$ cat config.mk
export PLATFORM = sky130hd
export DESIGN_NAME = phase_err_digitizer
export DESIGN_NICKNAME = d
export VERILOG_FILES = /design/src/rtl/phase_err_digitizer.sv
export SDC_FILE = /design/constraint.sdc
export NUM_CORES = 1
export LEC_CHECK = 0
export BUFFER_PORTS_ARGS = -buffer_cell sky130_fd_sc_hd__buf_2
export CAP_MARGIN = 5
export CORE_UTILIZATION = 56
export DETAILED_ROUTE_END_ITERATION = 8
export GPL_TIMING_DRIVEN = 0
export PLACE_DENSITY_LB_ADDON = 0.3
export SYNTH_ARGS = -nofsm -noshare
export SYNTH_HDL_FRONTEND = slang
export SYNTH_SLANG_ARGS = --single-unit
$ cat constraint.sdc
create_clock -name clk_i -period 3.2 [get_ports clk_i]
set_input_delay 0.64 -clock clk_i [delete_from_list [all_inputs] [get_ports clk_i]]
set_output_delay 0.64 -clock clk_i [all_outputs]
set_load 0.05 [all_outputs]
$ cat src/rtl/phase_err_digitizer.sv
module phase_err_digitizer #(
  parameter int MAG_W = 6
) (
  input  logic             clk_i,
  input  logic             rst_ni,
  input  logic             ref_i,
  input  logic             fbk_i,
  output logic [MAG_W-1:0] err_mag_o,
  output logic             err_sign_o,
  output logic             err_valid_o
);
  localparam logic [MAG_W-1:0] MAG_MAX = {MAG_W{1'b1}};

  logic ref_q, fbk_q, up, dn, dn_q, pulse_q, sgn;
  logic [MAG_W-1:0] cnt;

  wire ref_rise = ref_i & ~ref_q;
  wire fbk_rise = fbk_i & ~fbk_q;
  wire clr      = up & dn;
  wire pulse    = up | dn;
  wire fall     = pulse_q & ~pulse;
  wire dn_rise  = dn & ~dn_q;
  wire single   = up ^ dn;

  always_ff @(posedge clk_i) begin
    if (!rst_ni) begin
      ref_q <= 1'b0;
      fbk_q <= 1'b0;
      up    <= 1'b0;
      dn    <= 1'b0;
    end else begin
      ref_q <= ref_i;
      fbk_q <= fbk_i;
      up    <= clr ? 1'b0 : (up | ref_rise);
      dn    <= clr ? 1'b0 : (dn | fbk_rise);
    end
  end

  always_ff @(posedge clk_i) begin
    if (!rst_ni) begin
      dn_q    <= 1'b0;
      pulse_q <= 1'b0;
      sgn     <= 1'b0;
      cnt     <= '0;
    end else begin
      dn_q    <= dn;
      pulse_q <= pulse;
      if (dn_rise) sgn <= up;
      if (fall) cnt <= '0;
      else if (single && cnt != MAG_MAX) cnt <= cnt + 1'b1;
    end
  end

  always_ff @(posedge clk_i) begin
    if (!rst_ni) begin
      err_mag_o   <= '0;
      err_sign_o  <= 1'b0;
      err_valid_o <= 1'b0;
    end else begin
      err_valid_o <= fall;
      if (fall) begin
        err_mag_o  <= cnt;
        err_sign_o <= sgn;
      end
    end
  end
endmodule


==> run_results.csv <==
group,metric,value,unit
detailed_routing,wl_met2,589,um
layout,fin_nets,94,
timing,max_freq,633,MHz
detailed_routing,routedWlPerCell,12.5,um
yosys,yosys-top-cells-area,"dfxtp_1 (54%), a22o_1 (6.7%), ha_1 (4.8%), a21oi_1 (3.2%), and2_1 (3.2%)",
worst_setup_path,crit_required,3410,ps
timing,maxSlewViolCount,0,
clocking,clockBufferDepth,2,
worst_setup_path,crit_type,"reg -> reg",
layout,final_cell_mix,"dfxtp_1 (21), buf_2 (13), a22o_1 (6)",
die,die_w,39.4,um
worst_setup_path,worstSetupEndpointType,"flip-flop",
detailed_routing,topRoutingLayerUsed,"met4",
timing,rsz0062_at_grt,"false",
die,core,1300,um^2
grt,grt_use_total,20.1,%
timing,worst_pin_slew,253,ps
clocking,post_cts_buffers,0,
timing,slew_headroom,83.1,%
detailed_routing,drc,0,
detailed_routing,routed_wl,1260,um
timing,setup_viol,0,
layout,synthToLayoutAreaGrowth,13.2,%
yosys,synthCells,71,
layout,num_antenna_cells,0,
place,globalplace.congestion,0.737,
timing,period_share,49.3,%
grt,grt_max_degree,14,
grt,grt_pass1_wl,2050,um
yosys,yosysTopAreaCellShare,53.6,%
detailed_routing,route.vias.total,577,
detailed_routing,drt_iter0_drc,11,
hold_path,hold_class,"reg -> reg",
yosys,synth.distinct_cells,25,
timing,clock_skew,2.06,ps
clocking,clock_latency,300,ps
worst_setup_path,crit_fanout,5,
yosys,ys_seq_area_share,53.6,%
worst_setup_path,cp.buffers_inverters,2,
yosys,yosysWarningCount,0,
clocking,clkTransAtPathRegs,120,ps
worst_setup_path,slowest_stage,"ha_1",
clocking,numCtsBuffers,3,
worst_setup_path,start_kind,"flip-flop",
timing,hold_viol,0,
grt,antenna_found_initial,0,
grt,globalRouteOverflowTotal,0,
yosys,synth.ff_latch_count,21,
clocking,htreeDepth,1,
layout,layout-drive-gt1-share,26.7,%
job,drv_cap,0,
power,vdd_drop_max,297,uV
clocking,clock_sinks,21,
worst_setup_path,worstPathArrival,1790,ps
die,row_count,13,
power,power,463,uW
grt,grt_pass1_vias,490,
timing,tns,0,ps
detailed_routing,ant_nets,0,
yosys,yosys.area.top_type,"dfxtp_1",
place,place_area,858,um^2
detailed_routing,met1Wirelength,587,um
clocking,root_buffer,"clkbuf_4",
yosys,syn_nets,78,
die,die-area,1550,um^2
clocking,cts_resized,0,
detailed_routing,via_per_inst,5.71,
worst_setup_path,cp_slowest_stage_delay,380,ps
power,powerDensity,521,nW/um^2
yosys,syn_area_per_cell,11.0,um^2
layout,fin_util,68.3,%
die,ios,12,
clocking,cts_hold_buf,0,
die,die_y,39.4,um
layout,final_area,888,um^2
detailed_routing,routed-wl-met3,65,um
clocking,tritoncts,"built",
outcome,outcome,"finished clean",
yosys,synth_area,785,um^2
timing,min_period,1580,ps
worst_setup_path,cp_top_family,"compound AO/OA/AOI/OAI gates",
power,cellLeakagePower,0.390,nW
die,start_util,60.3,%
worst_setup_path,cp_common_cell,"inv_1",
layout,final_common_cell,"dfxtp_1",
place,io_buffers,11,
detailed_routing,dr.pass1.iters,4,
worst_setup_path,crit_chain,"inv_1 > ha_1 > inv_1 > a31oi_4 > a211oi_2 > a41o_1",
[worst register-to-register path, stage by stage (launching register included)]
cell	delay, ps
dfxtp_1	370
inv_1	80
ha_1	380
inv_1	110
a31oi_4	250
a211oi_2	100
a41o_1	200
[kinds of logic (layout without fill, tap and decap cells)]
logic type,Yosys count,after routing,synth area share [%]
flops,21,21,53.6
fa+ha+maj,3,3,4.79
buf+inv,6,21,3.19
compound gates,19,19,20.6
mux,1,1,1.28
simple gates,20,20,15.5
xor+xnor,1,1,1.12
[cells in the mapped netlist]
cell type and n:
or3_1 1, mux2i_1 1, a21oi_1 5, a21boi_0 1
dfxtp_1 21, a211oi_2 1, a31oi_4 1, o21ai_0 1
nand2b_1 3, a22o_1 6, xnor2_1 1, a22o_2 1
and3_1 1, a311oi_1 2, nor2_1 2, a41o_1 1
inv_1 4, and2_1 4, and3_2 1, nand2_1 3
buf_2 2, and3_4 2, nor2b_1 1, ha_1 3
nor3_1 2
[stage by stage]
stage          hold slack (ps)  std cells  worst slack (ps)
2_1_floorplan              436         71              1800
4_1_cts                    498        101              1620
3_3_place_gp               448         97              1680
3_5_place_dp               469         97              1640
5_1_grt                    515        101              1500
6_report                   492        101              1620
[sequential cells by signal (all words and copies together) (netlist names)]
name / cells
pulse_q: 1
err_mag_o: 6
err_valid_o: 1
dn: 1
ref_q: 1
sgn: 1
dn_q: 1
fbk_q: 1
up: 1
cnt: 6
err_sign_o: 1
[final timing paths]
kind / from / to / slack (ps) / cells past startpoint
max: dn / cnt[5] / 1620 / 6
min: err_sign_o / err_sign_o / 490 / 1
max reg2reg: dn / cnt[5] / 1620 / 6
min reg2reg: err_sign_o / err_sign_o / 490 / 1
[power by group]
part / total [mW] / leakage [nW] / internal, mW / switching (mW)
clock: 0.129 / 0.0139 / 0.0475 / 0.0814
sequential: 0.281 / 0.171 / 0.273 / 0.00826
combinational: 0.0529 / 0.205 / 0.0208 / 0.0321
total: 0.463 / 0.390 / 0.341 / 0.122
[layer usage]
layer,track usage (%),vias to the layer above
met5,0,-
met4,10.3,0
met3,5.11,4
met2,32.4,21
met1,24.3,269
li1,-,283
[cell type report]
cell class	count	area [um^2]
Tap cell	15	18.8
Multi-Input combinational cell	44	339
Buffer	2	10.0
Sequential cell	21	420
Clock inverter	1	7.51
Inverter	4	15.0
Fill cell	111	413
Clock buffer	3	22.5
Timing Repair Buffer	11	55.1
(Power assumes the default switching activity.)
